--- config.mk ---
export PLATFORM = sky130hd
export DESIGN_NAME = lvr_filter_ctrl
export DESIGN_NICKNAME = d
export VERILOG_FILES = /design/src/rtl/lvr_pkg.sv /design/src/rtl/lvr_sync.sv /design/src/rtl/lvr_run_filter.sv /design/src/rtl/lvr_reset_ctrl.sv /design/src/rtl/lvr_filter_ctrl.sv
export SDC_FILE = /design/constraint.sdc
export NUM_CORES = 1
export LEC_CHECK = 0
export ABC_CLOCK_PERIOD_IN_PS = 1100
export BUFFER_PORTS_ARGS = -buffer_cell sky130_fd_sc_hd__buf_2
export CAP_MARGIN = 20
export CORE_AREA = 2 2 39 41
export CTS_CLUSTER_DIAMETER = 60
export DETAILED_ROUTE_END_ITERATION = 8
export DIE_AREA = 0 0 41 43
export GPL_ROUTABILITY_DRIVEN = 1
export GPL_TIMING_DRIVEN = 0
export PLACE_DENSITY = 0.63
export REMOVE_ABC_BUFFERS = 1
export SLEW_MARGIN = 5
export SYNTH_ARGS = -nofsm -noshare
export SYNTH_HDL_FRONTEND = slang
export SYNTH_HIERARCHICAL = 1
export SYNTH_SLANG_ARGS = --single-unit
export TNS_END_PERCENT = 30
--- constraint.sdc ---
create_clock -name clk -period 1.1 [get_ports clk]
set_input_delay 0.11 -clock clk [delete_from_list [all_inputs] [get_ports clk]]
set_output_delay 0.11 -clock clk [all_outputs]
set_load 0.02 [all_outputs]
--- src/rtl/lvr_pkg.sv ---
package lvr_pkg;
   typedef enum logic [0:0] {
      LVR_IDLE = 1'b0,
      LVR_HOLD = 1'b1
   } lvr_state_t;

   function automatic int unsigned lvr_cnt_width(input int unsigned run_len);
      return (run_len < 2) ? 1 : $clog2(run_len + 1);
   endfunction
endpackage

--- src/rtl/lvr_sync.sv ---
module lvr_sync #(
   parameter int unsigned STAGES = 2,
   parameter int unsigned WIDTH  = 2
) (
   input  logic             clk,
   input  logic             por_n_i,
   input  logic [WIDTH-1:0] d_i,
   output logic [WIDTH-1:0] q_o
);
   logic [WIDTH-1:0] stage_q [STAGES];

   generate
      if (STAGES < 2) begin : g_bad_stages
         $error("lvr_sync: STAGES must be at least 2");
      end
      for (genvar s = 0; s < STAGES; s++) begin : g_stage
         if (s == 0) begin : g_first
            always_ff @(posedge clk or negedge por_n_i) begin
               if (!por_n_i) stage_q[0] <= '0;
               else          stage_q[0] <= d_i;
            end
         end else begin : g_next
            always_ff @(posedge clk or negedge por_n_i) begin
               if (!por_n_i) stage_q[s] <= '0;
               else          stage_q[s] <= stage_q[s-1];
            end
         end
      end
   endgenerate

   assign q_o = stage_q[STAGES-1];
endmodule

--- src/rtl/lvr_run_filter.sv ---
module lvr_run_filter #(
   parameter int unsigned RUN_LEN = 9,
   parameter int unsigned CNT_W   = 4
) (
   input  logic             clk,
   input  logic             por_n_i,
   input  logic             en_i,
   input  logic             low_i,
   output logic [CNT_W-1:0] cnt_o,
   output logic             hit_o
);
   localparam logic [CNT_W-1:0] CNT_MAX = CNT_W'(RUN_LEN);

   generate
      if (RUN_LEN < 1) begin : g_bad_len
         $error("lvr_run_filter: RUN_LEN must be at least 1");
      end
      if ((2 ** CNT_W) <= RUN_LEN) begin : g_bad_width
         $error("lvr_run_filter: CNT_W too narrow for RUN_LEN");
      end
   endgenerate

   logic [CNT_W-1:0] cnt_q;

   always_ff @(posedge clk or negedge por_n_i) begin
      if (!por_n_i) begin
         cnt_q <= '0;
      end else if (!en_i || !low_i) begin
         cnt_q <= '0;
      end else if (cnt_q != CNT_MAX) begin
         cnt_q <= cnt_q + 1'b1;
      end
   end

   assign cnt_o = cnt_q;
   assign hit_o = (cnt_q == CNT_MAX);
endmodule

--- src/rtl/lvr_reset_ctrl.sv ---
module lvr_reset_ctrl
   import lvr_pkg::*;
(
   input  logic clk,
   input  logic por_n_i,
   input  logic mon_en_i,
   input  logic rst_en_i,
   input  logic hit_i,
   input  logic hys_i,
   output logic hold_o
);
   lvr_state_t state_q, state_d;

   always_comb begin
      state_d = state_q;
      if (!mon_en_i || !rst_en_i) begin
         state_d = LVR_IDLE;
      end else begin
         unique case (state_q)
            LVR_IDLE: if (hit_i) state_d = LVR_HOLD;
            LVR_HOLD: if (hys_i) state_d = LVR_IDLE;
            default:  state_d = LVR_IDLE;
         endcase
      end
   end

   always_ff @(posedge clk or negedge por_n_i) begin
      if (!por_n_i) state_q <= LVR_HOLD;
      else          state_q <= state_d;
   end

   assign hold_o = (state_q == LVR_HOLD);
endmodule

--- src/rtl/lvr_filter_ctrl.sv ---
module lvr_filter_ctrl
   import lvr_pkg::*;
#(
   parameter int unsigned RUN_LEN     = 9,
   parameter int unsigned SYNC_STAGES = 2
) (
   input  logic clk,
   input  logic por_n_i,
   input  logic cmp_low_i,
   input  logic cmp_hys_i,
   input  logic mon_en_i,
   input  logic rst_en_i,
   input  logic trip_sel_i,
   output logic trip_sel_o,
   output logic status_o,
   output logic lvr_rst_n_o,
   output logic pin_pull_o
);
   localparam int unsigned CNT_W = lvr_cnt_width(RUN_LEN);

   logic [1:0]       cmp_raw, cmp_s;
   logic             low_s, hys_s;
   logic [CNT_W-1:0] run_cnt;
   logic             run_hit;
   logic             hold;
   logic             rst_act;

   assign cmp_raw = {cmp_hys_i, cmp_low_i};

   lvr_sync #(.STAGES(SYNC_STAGES), .WIDTH(2)) u_sync (
      .clk     (clk),
      .por_n_i (por_n_i),
      .d_i     (cmp_raw),
      .q_o     (cmp_s)
   );

   assign low_s = cmp_s[0];
   assign hys_s = cmp_s[1];

   lvr_run_filter #(.RUN_LEN(RUN_LEN), .CNT_W(CNT_W)) u_filt (
      .clk     (clk),
      .por_n_i (por_n_i),
      .en_i    (mon_en_i),
      .low_i   (low_s),
      .cnt_o   (run_cnt),
      .hit_o   (run_hit)
   );

   lvr_reset_ctrl u_rctl (
      .clk      (clk),
      .por_n_i  (por_n_i),
      .mon_en_i (mon_en_i),
      .rst_en_i (rst_en_i),
      .hit_i    (run_hit),
      .hys_i    (hys_s),
      .hold_o   (hold)
   );

   assign rst_act     = !por_n_i || (hold && mon_en_i && rst_en_i);
   assign lvr_rst_n_o = !rst_act;
   assign pin_pull_o  = rst_act;
   assign status_o    = mon_en_i && low_s;
   assign trip_sel_o  = trip_sel_i;
endmodule

======== After elaboration in Yosys (flattened, before gate mapping) ========
Cells that the tools add are included.
Widths: inputs -> output; s select.
word-level totals
  output and inout port bits .............. 4
  bits in registers ....................... 9
  bits of input ports ..................... 7
  logic and storage cells ................. 26
operators by class
  muxes and demuxes ....................... 6
  add/subtract/negate cells ............... 1
  eq/ne operators ......................... 2
  reduce and logical (&&, ||, !) cells .... 12
  bitwise operators ....................... 1
operators by type and width
  cell                 count
  $mux 4               2
  $logic_not 1->1      5
  $add 4x1->4 const B  1
  $eq 4x4->1 const B   1
  $ne 4x4->1 const B   1
  $logic_and 1x1->1    3
  $logic_or 1x1->1     3
  $mux 1               3
  $pmux 1 s2           1
  $reduce_bool 2->1    1
  $not 1->1            1

======== Logic depth before layout (Yosys ltp) ========
Gate-level depths: netlist (run 1).
  depth after elaboration ................. 4
  depth in mapped cells ................... 6
  mapped depth without buffers ............ 5

======== By module ========
Netlist (run 1), hierarchy kept.
modules (own cells, without submodules)
  module           cells an instance  instances  area an instance (um^2)  seq. area each (um^2)
  lvr_run_filter   22                 1          237.7                    100.1
  lvr_sync         6                  1          115.1                    100.1
  lvr_reset_ctrl   5                  1          58.8                     26.3
  lvr_filter_ctrl  5                  1          30.0                     0.0

======== Least setup slack after synthesis (run 1) ========
Ideal clock, no wire load.
  path kind ............................... reg2reg
  start ................................... reg u_filt.cnt_q[0] (netlist: u_filt/cnt_o[0])
  end ..................................... reg u_filt.cnt_q[0] (netlist: u_filt/cnt_o[0])
  arrival time ............................ 1.003 ns
  path slack .............................. -0.028 ns
  required time ........................... 0.975 ns
  library setup time ...................... 0.125 ns
  path buffers ............................ 1
  clock period less this slack ............ 1.128 ns
  stages on the path, launching flop included .. 5
  cell sequence ........................... dfrtp_1 ha_1 and3b_1 buf_2 mux2i_1
on the way
  longest elaborated chain between the ends .. 3
  elaborated cells between the ends (all ways) .. 5
  those cells by class .................... add/sub (1); eq/ne (1); mux (2); reduce/logical (1)
RTL lines
  element                 RTL line              source
  start, declared         lvr_run_filter.sv:23  logic [CNT_W-1:0] cnt_q;
  start signal, assigned  lvr_run_filter.sv:31  cnt_q <= cnt_q + 1'b1;
  $add 4x1->4             lvr_run_filter.sv:31
  $mux 4                  lvr_run_filter.sv:30  end else if (cnt_q != CNT_MAX) begin
  $mux 4                  lvr_run_filter.sv:28  end else if (!en_i || !low_i) begin
Several ways; a longest one is shown, not always the timed one. The select of a mux whose other input is x is not followed.
A chain may end at the register's enable or synchronous reset.

======== Worst setup path in the final report (run 1) ========
  start ................................... reg u_rctl.state_q (netlist: u_rctl/hold_o)
  end ..................................... out lvr_rst_n_o
on the way
  longest elaborated chain between the ends .. 4
RTL lines
  element                         RTL line               source
  start, declared                 lvr_reset_ctrl.sv:12   lvr_state_t state_q, state_d;
  start signal, assigned          lvr_reset_ctrl.sv:29   else state_q <= state_d;
  $logic_and 1x1->1 (2 in a row)  lvr_filter_ctrl.sv:59  assign rst_act = !por_n_i || (hold && mon_en_i && rst_en_i);
  $logic_or 1x1->1                lvr_filter_ctrl.sv:59
  $logic_not 1->1                 lvr_filter_ctrl.sv:60  assign lvr_rst_n_o = !rst_act;
  end, declared                   lvr_filter_ctrl.sv:16  output logic lvr_rst_n_o,
No other way between the ends.

==> summary.md, run 1 <==
| Metric | Value |
|---|---|
| Status | `finished, violations left` |
| Failing checks | `setup timing` |
| Critical Path AT | `1150 ps` |
| Max-Cap Viols | `0` |
| Routed len/inst | `10.3 µm` |
| Fin crit period | `1260 ps` |
| Synth Instances | `38` |
| Initial antenna violation count | `0` |
| Clock slew at reported path FFs | `60 ps` |
| Proportion of layout cells with a drive suffix above 1 | `0.451` |
| Final Slew Violations | `0` |
| Area growth from synthesis to layout | `28.9%` |
| NumNets Final | `61` |
| # IOs | `11` |
| Dpl hpwl | `476 µm` |
| Sequential area share after synthesis | `0.513` |
| Final GP Congestion | `0.660` |
| Pwr Total | `0.000662 W` |
| Largest net degree at the start of global routing | `12` |
| Clock root buffer | `clkbuf_4` |
| Area of the multi-input gates | `193 µm²` |
| CORE AREA | `1380 µm²` |
| FILL cells | `137` |
| Worst Tran Pin Value | `396 ps` |
| Post-synth top cells | `dfrtp_1 (8), nand3_1 (5)` |
| Worst Skew | `5.00 ps` |
| Die Ht | `43 µm` |
| WHS Path Cells | `3` |
| Worst skew pair latency | `250 ps` |
| TritonCTS Buffers | `3` |
| Worst r2r path cells | `4` |
| Final hold viol count | `0` |
| ANT nets after route | `0` |
| Global route overflow | `0` |
| N_diodes | `0` |
| Synth Register Bits | `9` |
| PortBufs | `8` |
| Pwr dens | `1160 nW/µm²` |
| Global-route wire length before repair | `1150 µm` |
| Number of synthesized flops with an enable pin | `0` |
| Hold Crit Start | `rst_en_i` |
| First drt pass iteration count | `4` |
| Synthesis Warnings | `6` |
| Placed Cells | `58` |
| Die W | `41 µm` |
| Post-Route WL | `687 µm` |
| Distinct cells, synth | `18` |
| Top cell type's share of synthesized area | `0.453` |
| Tcrit/Tclk final | `1.15` |
| Max transition margin | `0.735` |
| CP Class | `flop to output pin` |
| Placement Rows | `14` |
| TritonCTS clock tree | `done` |
| Clock sink total | `9` |
| Die area | `1760 µm²` |
| Vias in the first global route | `297` |
| Worst Path Required | `990 ps` |
| Worst Path Max Fanout | `2` |
| Crit start category | `flop` |
| CP Capture Type | `output pin` |
| Top cells by area, synth | `dfrtp_1 (45%), mux2i_1 (6.8%), dfstp_2 (5.9%), ha_1 (5.7%), nand3_1 (5.7%)` |
| Lkg Pwr | `0.255 nW` |
| Hold EP | `u_rctl/hold_o$_DFF_PN1_` |
| Register area | `228 µm²` |
| Worst Slack Setup Final | `-161 ps` |
| DRC violations left | `0` |
| Final setup vio count | `7` |
| Final cell count without fillers | `67` |
| GRT Util Overall | `0.0939` |
| Prevailing post-synth register cell | `dfrtp_1` |
| VDD IR-drop max | `0.546 mV` |
| CTS H-Tree Depth | `1` |
| Synthesized area per cell | `11.6 µm²` |
| F_max | `793 MHz` |
| Hold Path Class | `input pin to flop` |
| Synth Cell Area | `442 µm²` |
| Reg2reg end | `u_filt/cnt_o[0]$_DFFE_PN0P_` |
| Drt via density | `4.51` |
| Minimum hold slack | `70.6 ps` |
| Drt initial violations | `2` |
| Most common cell in the netlist | `dfrtp_1` |
| Clock Tree Buf Depth | `2` |
| Reg-to-reg critical path startpoint | `u_filt/cnt_o[1]$_DFFE_PN0P_` |
| Via count | `302` |
| Final core utilization | `0.411` |
| Initial core utilization | `0.319` |
| Asr flop ratio synth | `1.00` |
| Synth area leader | `dfrtp_1` |
| Worst R2R Setup Slack | `-50 ps` |
| RSZ-0062 raised after global routing | `true` |
-- kinds of logic after synthesis --
group	share of synthesized area
xor gates and xnor gates	0.0198
buffers and inverters	0.0708
muxes	0.0680
DFF	0.513
and+or+nand+nor	0.252
adders and majority gates	0.0566
AOI/OAI and AO/OA	0.0198
-- repair_timing --
action | in CTS | in global routing
endpoints found under the setup margin | 7 | 7
pin swaps | 3 | 0
gates resized for setup | 8 | 0
hold buffers | 2 | 1
hold endpoints to repair | 11 | 9
cloned | 0 | 0
setup buffers | 1 | 1
-- worst max-delay path, stage by stage, from the launching register on --
cell and delay [ps]:
dfstp_2 540, nand3_2 80, and2_4 150, buf_6 120
-- layer usage --
layer  track usage  vias to the layer above  part of all wire
met4        0.0400                        0                 0
met5             0                        -                 0
li1              -                      152                 -
met3        0.0209                        0             0.057
met1         0.105                      143              0.43
met2         0.159                        7              0.51
-- placed cells by master, fill, tap and decap left out, types with 2 or more instances in the layout --
| cell | netlist | layout |
|---|---|---|
| mux2i_1 | 3 | 3 |
| dlygate4sd3_1 | 0 | 3 |
| buf_2 | 1 | 6 |
| dfrtp_1 | 8 | 7 |
| buf_6 | 0 | 2 |
| clkbuf_4 | 0 | 3 |
| buf_4 | 3 | 2 |
| nand3b_1 | 3 | 3 |
| ha_1 | 2 | 2 |
| nand3_1 | 5 | 4 |
| nand2_1 | 3 | 3 |
-- worst max path at each step --
stage	end	slack [ps]	from	cells past startpoint
after floorplan	u_filt/cnt_o[0]$_DFFE_PN0P_	-20	u_filt/cnt_o[1]$_DFFE_PN0P_	4
after global placement	u_filt/cnt_o[0]$_DFFE_PN0P_	-120	u_filt/cnt_o[1]$_DFFE_PN0P_	4
after detailed placement	u_filt/cnt_o[1]$_DFFE_PN0P_	-120	u_filt/cnt_o[1]$_DFFE_PN0P_	4
after CTS	lvr_rst_n_o	-170	u_rctl/hold_o$_DFF_PN1_	3
after global routing	lvr_rst_n_o	-200	u_rctl/hold_o$_DFF_PN1_	3
final	lvr_rst_n_o	-160	u_rctl/hold_o$_DFF_PN1_	3
-- metrics by stage --
| step | setup TNS, ps | instance area, µm² | setup WS (ps) |
|---|---|---|---|
| 4_1_cts | -539 | 552 | -166 |
| 3_3_place_gp | -352 | 474 | -115 |
| 5_1_grt | -877 | 569 | -201 |
| 3_5_place_dp | -370 | 474 | -116 |
| 6_report | -436 | 569 | -161 |
| 2_1_floorplan | -37.4 | 414 | -18.7 |
-- registers in the layout (all words and copies together), names as in the netlist --
name and cells:
u_sync/q_o 2, u_filt/cnt_o 4, u_sync/stage_q 2, u_rctl/hold_o 1
-- power by group --
part	internal [W]	leakage (nW)	switching, W
Clock	0.000134	0.0177	0.000111
Sequential	0.000342	0.111	0.00000901
Combinational	0.0000335	0.127	0.0000323
-- cell type report --
cell class / count / area share
flip-flops and latches: 9 / 0.400
multi-input cells: 24 / 0.338
inverters: 1 / 0.00659
clock inverters: 1 / 0.00879
well taps: 16 / 0.0352
clock buffers: 3 / 0.0396
repair buffers: 13 / 0.171
(Power assumes the default switching activity.)
==> run 2: changes to the inputs <==
--- a/config.mk
+++ b/config.mk
@@ -14,7 +14,7 @@
 export DIE_AREA = 0 0 41 43
 export GPL_ROUTABILITY_DRIVEN = 1
 export GPL_TIMING_DRIVEN = 0
-export PLACE_DENSITY = 0.63
+export PLACE_DENSITY = 0.62
 export REMOVE_ABC_BUFFERS = 1
 export SLEW_MARGIN = 5
 export SYNTH_ARGS = -nofsm -noshare
==> summary.md, run 2 (synthesized netlist as in run 1, its figures left out) <==
| Metric | Value |
|---|---|
| Die Ht | `43 µm (unchanged)` |
| Drt via density | `4.41 (was 4.51)` |
| Worst skew pair latency | `260 ps (was 250 ps)` |
| Max transition margin | `0.722 (was 0.735)` |
| Hold Path Class | `input pin to flop (unchanged)` |
| Crit-path cells | `nand3_2 > and2_4 > buf_6 (unchanged)` |
| Initial core utilization | `0.319 (unchanged)` |
| Metal2 WL | `317 µm (was 350 µm)` |
| Final Slew Violations | `0 (unchanged)` |
| Critical Path AT | `1140 ps (was 1150 ps)` |
| F_max | `802 MHz (was 793 MHz)` |
| Max-Cap Viols | `0 (unchanged)` |
| CP peak stage delay | `540 ps (about the same)` |
| Worst Skew | `2.44 ps (was 5.00 ps)` |
| Proportion of layout cells with a drive suffix above 1 | `0.462 (was 0.451)` |
| Worst Tran Pin Value | `415 ps (was 396 ps)` |
| Die area | `1760 µm² (unchanged)` |
| Slowest CP cell | `dfstp_2 (unchanged)` |
| Worst Slack Setup Final | `-147 ps (was -161 ps)` |
| Final setup vio count | `3 (was 7)` |
| CP Buf/Inv Count | `1 (unchanged)` |
| Clock Tree Buf Depth | `2 (unchanged)` |
| Clock root buffer | `clkbuf_4 (unchanged)` |
| Routed len/inst | `10.1 µm (was 10.3 µm)` |
| GRT Util Overall | `0.117 (was 0.0939)` |
| Die W | `41 µm (unchanged)` |
| Pwr Total | `0.000674 W (was 0.000662 W)` |
| Placement Rows | `14 (unchanged)` |
| Global route overflow | `0 (unchanged)` |
| # IOs | `11 (unchanged)` |
| Most common cell after layout, fill and taps aside | `dfrtp_1 (unchanged)` |
| CORE AREA | `1380 µm² (unchanged)` |
| Lkg Pwr | `0.259 nW (was 0.255 nW)` |
| RSZ-0062 raised after global routing | `true (unchanged)` |
| Final GP Congestion | `0.669 (was 0.660)` |
| CTS H-Tree Depth | `1 (unchanged)` |
| Max FFs per register | `4 (unchanged)` |
| Final hold viol count | `0 (unchanged)` |
| CP Class | `flop to output pin (unchanged)` |
| NumNets Final | `62 (was 61)` |
| Final cell count without fillers | `68 (was 67)` |
| Dpl hpwl | `462 µm (was 476 µm)` |
| DRC violations left | `0 (unchanged)` |
| TritonCTS Buffers | `3 (unchanged)` |
| Area of the multi-input gates | `200 µm² (was 193 µm²)` |
| Initial antenna violation count | `0 (unchanged)` |
| Tcrit/Tclk final | `1.13 (was 1.15)` |
| N_diodes | `0 (unchanged)` |
| Fin crit period | `1250 ps (was 1260 ps)` |
| CP Capture Type | `output pin (unchanged)` |
| Clock slew at reported path FFs | `60 ps (about the same)` |
| ANT nets after route | `0 (unchanged)` |
| M1 WL | `318 µm (was 297 µm)` |
| VDD IR-drop max | `0.527 mV (was 0.546 mV)` |
| Register area | `228 µm² (unchanged)` |
| Most frequent cells in the layout | `dfrtp_1 (7), buf_2 (6), nand3_1 (4) (unchanged)` |
| Critical path's top delay family | `flip-flops (unchanged)` |
| Post-Route WL | `690 µm (was 687 µm)` |
| Clock sink total | `9 (unchanged)` |
| Highest routed layer | `met4 (was met3)` |
| Via count | `300 (was 302)` |
| TritonCTS clock tree | `done (unchanged)` |
| Pwr dens | `1160 nW/µm² (about the same)` |
| PortBufs | `8 (unchanged)` |
| Crit start category | `flop (unchanged)` |
| Global-route wire length before repair | `1300 µm (was 1150 µm)` |
| Area growth from synthesis to layout | `32.0% (was 28.9%)` |
| WL met3 | `26 µm (was 39 µm)` |
| Worst Path Required | `990 ps (about the same)` |
| Status | `finished, violations left (unchanged)` |
| Vias in the first global route | `318 (was 297)` |
| FILL cells | `138 (was 137)` |
| Worst Path Max Fanout | `2 (unchanged)` |
| Placed Cells | `58 (unchanged)` |
| Drt initial violations | `1 (was 2)` |
| Largest net degree at the start of global routing | `11 (was 12)` |
| Failing checks | `setup timing (unchanged)` |
| First drt pass iteration count | `2 (was 4)` |
[run 2: cell types whose count changed in the layout (fill, tap and decap cells not counted)]
cell	change
buf_4	+1
xnor2_2	+1
clkinv_2	-1
clkbuf_1	+1
xnor2_1	-1
[run 2: layout make-up]
type                       count  area share
inverter                       1     0.00644
multi-input combinational     24       0.343
tap                           16      0.0343
clock buffer                   4      0.0451
sequential                     9       0.391
timing repair buffer          14       0.180
[run 2: per-layer routing]
layer | global-route usage | vias up
li1 | - | 151
met1 | 0.159 | 139
met2 | 0.138 | 7
met3 | 0.0471 | 3
met4 | 0.100 | 0
met5 | 0 | -
[run 2: worst paths after layout]
kind / from / end / slack [ps] / cells after the start
setup / recovery: u_rctl/hold_o$_DFF_PN1_ / lvr_rst_n_o / -150 / 3
hold / removal: rst_en_i / u_rctl/hold_o$_DFF_PN1_ / 60 / 3
setup reg to reg: u_filt/cnt_o[1]$_DFFE_PN0P_ / u_filt/cnt_o[1]$_DFFE_PN0P_ / 10 / 4
hold reg to reg: u_sync/stage_q[3]$_DFF_PN0_ / u_sync/q_o[1]$_DFF_PN0_ / 350 / 0
max in group asynchronous: por_n_i / u_rctl/hold_o$_DFF_PN1_ / 440 / 2
min in group asynchronous: por_n_i / u_filt/cnt_o[2]$_DFFE_PN0P_ / 340 / 2
[run 2: what timing repair did]
item | CTS | global route
gates resized for setup | 8 | 1
hold buffers | 3 | 0
buffers inserted | 3 | 0
cloned | 0 | 0
endpoints found under the hold margin | 11 | 0
pin swaps | 0 | 4
setup endpoints to repair | 7 | 7
[run 2: per-stage QoR]
stage	hold slack (ps)	setup TNS, ps	setup WS [ps]	instance area (µm²)	utilization
floorplan	-186	-37.4	-18.7	414	-
detailed placement	-15.8	-348	-112	474	0.343
CTS	55.2	-338	-170	576	0.416
global route	69.2	-707	-212	583	0.421
finish	62.9	-292	-147	583	0.421
global placement	-14.3	-283	-97.9	474	0.343
[run 2: where the power goes]
group	total, W	switching [W]	internal (W)	leakage [nW]
combinational	0.0000739	0.0000358	0.0000381	0.133
clock	0.000251	0.000111	0.000140	0.0150
sequential	0.000349	0.00000658	0.000342	0.111
total	0.000674	0.000154	0.000520	0.259
[run 2: worst reg2reg max path, stage by stage, from the launching register on]
cell and delay [ps]:
dfrtp_1 370, inv_1 50, ha_1 120, and3b_2 270
mux2i_1 200
==> run 3: changes to the inputs <==
--- a/config.mk
+++ b/config.mk
@@ -5,7 +5,7 @@
 export SDC_FILE = /design/constraint.sdc
 export NUM_CORES = 1
 export LEC_CHECK = 0
-export ABC_CLOCK_PERIOD_IN_PS = 1100
+export ABC_CLOCK_PERIOD_IN_PS = 1240
 export BUFFER_PORTS_ARGS = -buffer_cell sky130_fd_sc_hd__buf_2
 export CAP_MARGIN = 20
 export CORE_AREA = 2 2 39 41
@@ -14,7 +14,7 @@
 export DIE_AREA = 0 0 41 43
 export GPL_ROUTABILITY_DRIVEN = 1
 export GPL_TIMING_DRIVEN = 0
-export PLACE_DENSITY = 0.62
+export PLACE_DENSITY = 0.6
 export REMOVE_ABC_BUFFERS = 1
 export SLEW_MARGIN = 5
 export SYNTH_ARGS = -nofsm -noshare
==> constraint.sdc (replaced) <==
create_clock -name clk -period 1.24 [get_ports clk]
set_input_delay 0.124 -clock clk [delete_from_list [all_inputs] [get_ports clk]]
set_output_delay 0.124 -clock clk [all_outputs]
set_load 0.02 [all_outputs]
==> summary.md, run 3 (synthesized netlist as in run 1, its figures left out) <==
| Metric | Value |
|---|---|
| Placement Rows | `14 (unchanged)` |
| Largest net degree at the start of global routing | `11 (unchanged)` |
| Crit start category | `flop (unchanged)` |
| Initial core utilization | `0.319 (unchanged)` |
| Worst Path Max Fanout | `2 (unchanged)` |
| CP peak stage delay | `530 ps (was 540 ps)` |
| Drt initial violations | `2 (was 1)` |
| Routed len/inst | `11.2 µm (was 10.1 µm)` |
| Area growth from synthesis to layout | `27.2% (was 32.0%)` |
| Final std cell area, no fill | `562 µm² (was 583 µm²)` |
| Tcrit/Tclk final | `1.02` |
| Max-Cap Viols | `0 (unchanged)` |
| Initial antenna violation count | `0 (unchanged)` |
| Fin crit period | `1270 ps` |
| Status | `finished, violations left (unchanged)` |
| Setup WS pre-CTS | `4.92 ps (was -112 ps)` |
| F_max | `790 MHz` |
| Max transition margin | `0.737 (was 0.722)` |
| Via count | `293 (was 300)` |
| Placed Cells | `58 (unchanged)` |
| Final core utilization | `0.406 (was 0.421)` |
| Internal power | `0.000458 W (was 0.000520 W)` |
| CTS H-Tree Depth | `1 (unchanged)` |
| CP Buf/Inv Count | `1 (unchanged)` |
| CP Capture Type | `output pin (unchanged)` |
| Most frequent cells in the layout | `buf_2 (6), dfrtp_1 (6), nand3_1 (4) (was dfrtp_1 (7), buf_2 (6), nand3_1 (4))` |
| GRT Util Overall | `0.111 (was 0.117)` |
| Switching power | `0.000135 W (was 0.000154 W)` |
| Final Slew Violations | `0 (unchanged)` |
| CORE AREA | `1380 µm² (unchanged)` |
| Final cell count without fillers | `66 (was 68)` |
| Worst Tran Pin Value | `393 ps (was 415 ps)` |
| Final GP Congestion | `0.651 (was 0.669)` |
| Sw frac | `0.228 (about the same)` |
| Max FFs per register | `4 (unchanged)` |
| RSZ-0062 raised after global routing | `true (unchanged)` |
| N_diodes | `0 (unchanged)` |
| Global-route wire length before repair | `1280 µm (was 1300 µm)` |
| Clock sink total | `9 (unchanged)` |
| CP Class | `flop to output pin (unchanged)` |
| Global route overflow | `0 (unchanged)` |
| Failing checks | `setup timing (unchanged)` |
| Placed Area | `474 µm² (unchanged)` |
| Critical path's top delay family | `flip-flops (unchanged)` |
| Final setup vio count | `1 (was 3)` |
| Pwr dens | `1060 nW/µm² (was 1160 nW/µm²)` |
| Setup Total Neg Slack | `-26.2 ps (was -292 ps)` |
| Clock slew at reported path FFs | `60 ps (about the same)` |
| Final hold viol count | `0 (unchanged)` |
| Clock power frac | `0.374 (was 0.372)` |
| Worst skew pair latency | `250 ps (was 260 ps)` |
| Clock Tree Buf Depth | `2 (unchanged)` |
| First drt pass iteration count | `2 (unchanged)` |
| Worst Path Required | `1120 ps (was 990 ps)` |
| PortBufs | `8 (unchanged)` |
| Slowest CP cell | `dfstp_2 (unchanged)` |
| Critical Path AT | `1140 ps (about the same)` |
| TritonCTS Buffers | `3 (unchanged)` |
| Hold Path Class | `input pin to flop (unchanged)` |
| DRC violations left | `0 (unchanged)` |
| VDD IR-drop max | `0.539 mV (was 0.527 mV)` |
| FILL cells | `135 (was 138)` |
| Die area | `1760 µm² (unchanged)` |
| Crit-path cells | `nand3_2 > and2_4 > buf_6 (unchanged)` |
| Sequential share of power | `0.527 (was 0.518)` |
| Clock root buffer | `clkbuf_4 (unchanged)` |
| ANT nets after route | `0 (unchanged)` |
| Dpl hpwl | `467 µm (was 462 µm)` |
| Lkg Pwr | `0.246 nW (was 0.259 nW)` |
| Proportion of layout cells with a drive suffix above 1 | `0.440 (was 0.462)` |
| Die Ht | `43 µm (unchanged)` |
| Worst Slack Setup Final | `-26.2 ps (was -147 ps)` |
| Gate power share | `0.099 (was 0.110)` |
| Worst Skew | `1.41 ps (was 2.44 ps)` |
| # IOs | `11 (unchanged)` |
| NumNets Final | `60 (was 62)` |
| TritonCTS clock tree | `done (unchanged)` |
| Vias in the first global route | `327 (was 318)` |
| Die W | `41 µm (unchanged)` |
| Drt via density | `4.44 (was 4.41)` |
| Post-Route WL | `742 µm (was 690 µm)` |
==> run 3: changes by cell type in the layout (fill, tap and decap cells not counted), sizes merged <==
cell / delta
buf: -2
==> run 3: layout make-up <==
| type | count | area, µm² | share of cell area |
|---|---|---|---|
| clock buffers | 4 | 26.3 | 0.0468 |
| flip-flops and latches | 9 | 229 | 0.408 |
| inverters | 1 | 3.75 | 0.00668 |
| multi-input cells | 24 | 193 | 0.343 |
| repair buffers | 12 | 90.1 | 0.160 |
| well taps | 16 | 20.0 | 0.0356 |
==> run 3: power by group through the flow <==
stage               Combinational (W)  Sequential [W]  Clock (W)
finish                      0.0000589        0.000312   0.000222
global route                0.0000648        0.000314   0.000252
CTS                         0.0000563        0.000312   0.000231
detailed placement          0.0000441        0.000317          0
global placement            0.0000440        0.000317          0
floorplan                   0.0000209        0.000315          0
==> run 3: worst paths after layout <==
| path | startpoint | endpoint | slack, ps | cells past startpoint |
|---|---|---|---|---|
| max | u_rctl/hold_o$_DFF_PN1_ | lvr_rst_n_o | -30 | 3 |
| min | rst_en_i | u_rctl/hold_o$_DFF_PN1_ | 90 | 3 |
| max reg2reg | u_filt/cnt_o[1]$_DFFE_PN0P_ | u_filt/cnt_o[1]$_DFFE_PN0P_ | 80 | 4 |
| min reg2reg | u_sync/stage_q[2]$_DFF_PN0_ | u_sync/q_o[0]$_DFF_PN0_ | 350 | 0 |
| max in group asynchronous | por_n_i | u_rctl/hold_o$_DFF_PN1_ | 570 | 2 |
| min in group asynchronous | por_n_i | u_filt/cnt_o[3]$_DFFE_PN0P_ | 350 | 2 |
==> run 3: stage by stage <==
step	hold WS (ps)	total power [W]
global route	92.7	0.000630
finish	85.3	0.000593
global placement	-7.55	0.000361
detailed placement	-8.49	0.000361
CTS	73.6	0.000599
floorplan	-172	0.000336
==> run 3: timing repair <==
item,in CTS,in global routing
gates cloned,0,0
setup buffers,1,0
gates resized for setup,5,4
hold buffers,3,0
hold endpoints to repair,11,0
endpoints found under the setup margin,2,4
pin swaps,0,2
==> run 3: metal layers <==
layer | vias up | GRT usage | wire, µm
li1 | 149 | - | -
met1 | 140 | 0.126 | 335
met2 | 4 | 0.169 | 391
met3 | 0 | 0.0314 | 15
met4 | 0 | 0.0800 | 0
met5 | - | 0 | 0
==> run 3: tightest hold or removal path, delay by kind of cell <==
kind | cells | cell delay, ps
simple gates | 1 | 70
compound gates | 1 | 30
buf+inv | 1 | 110
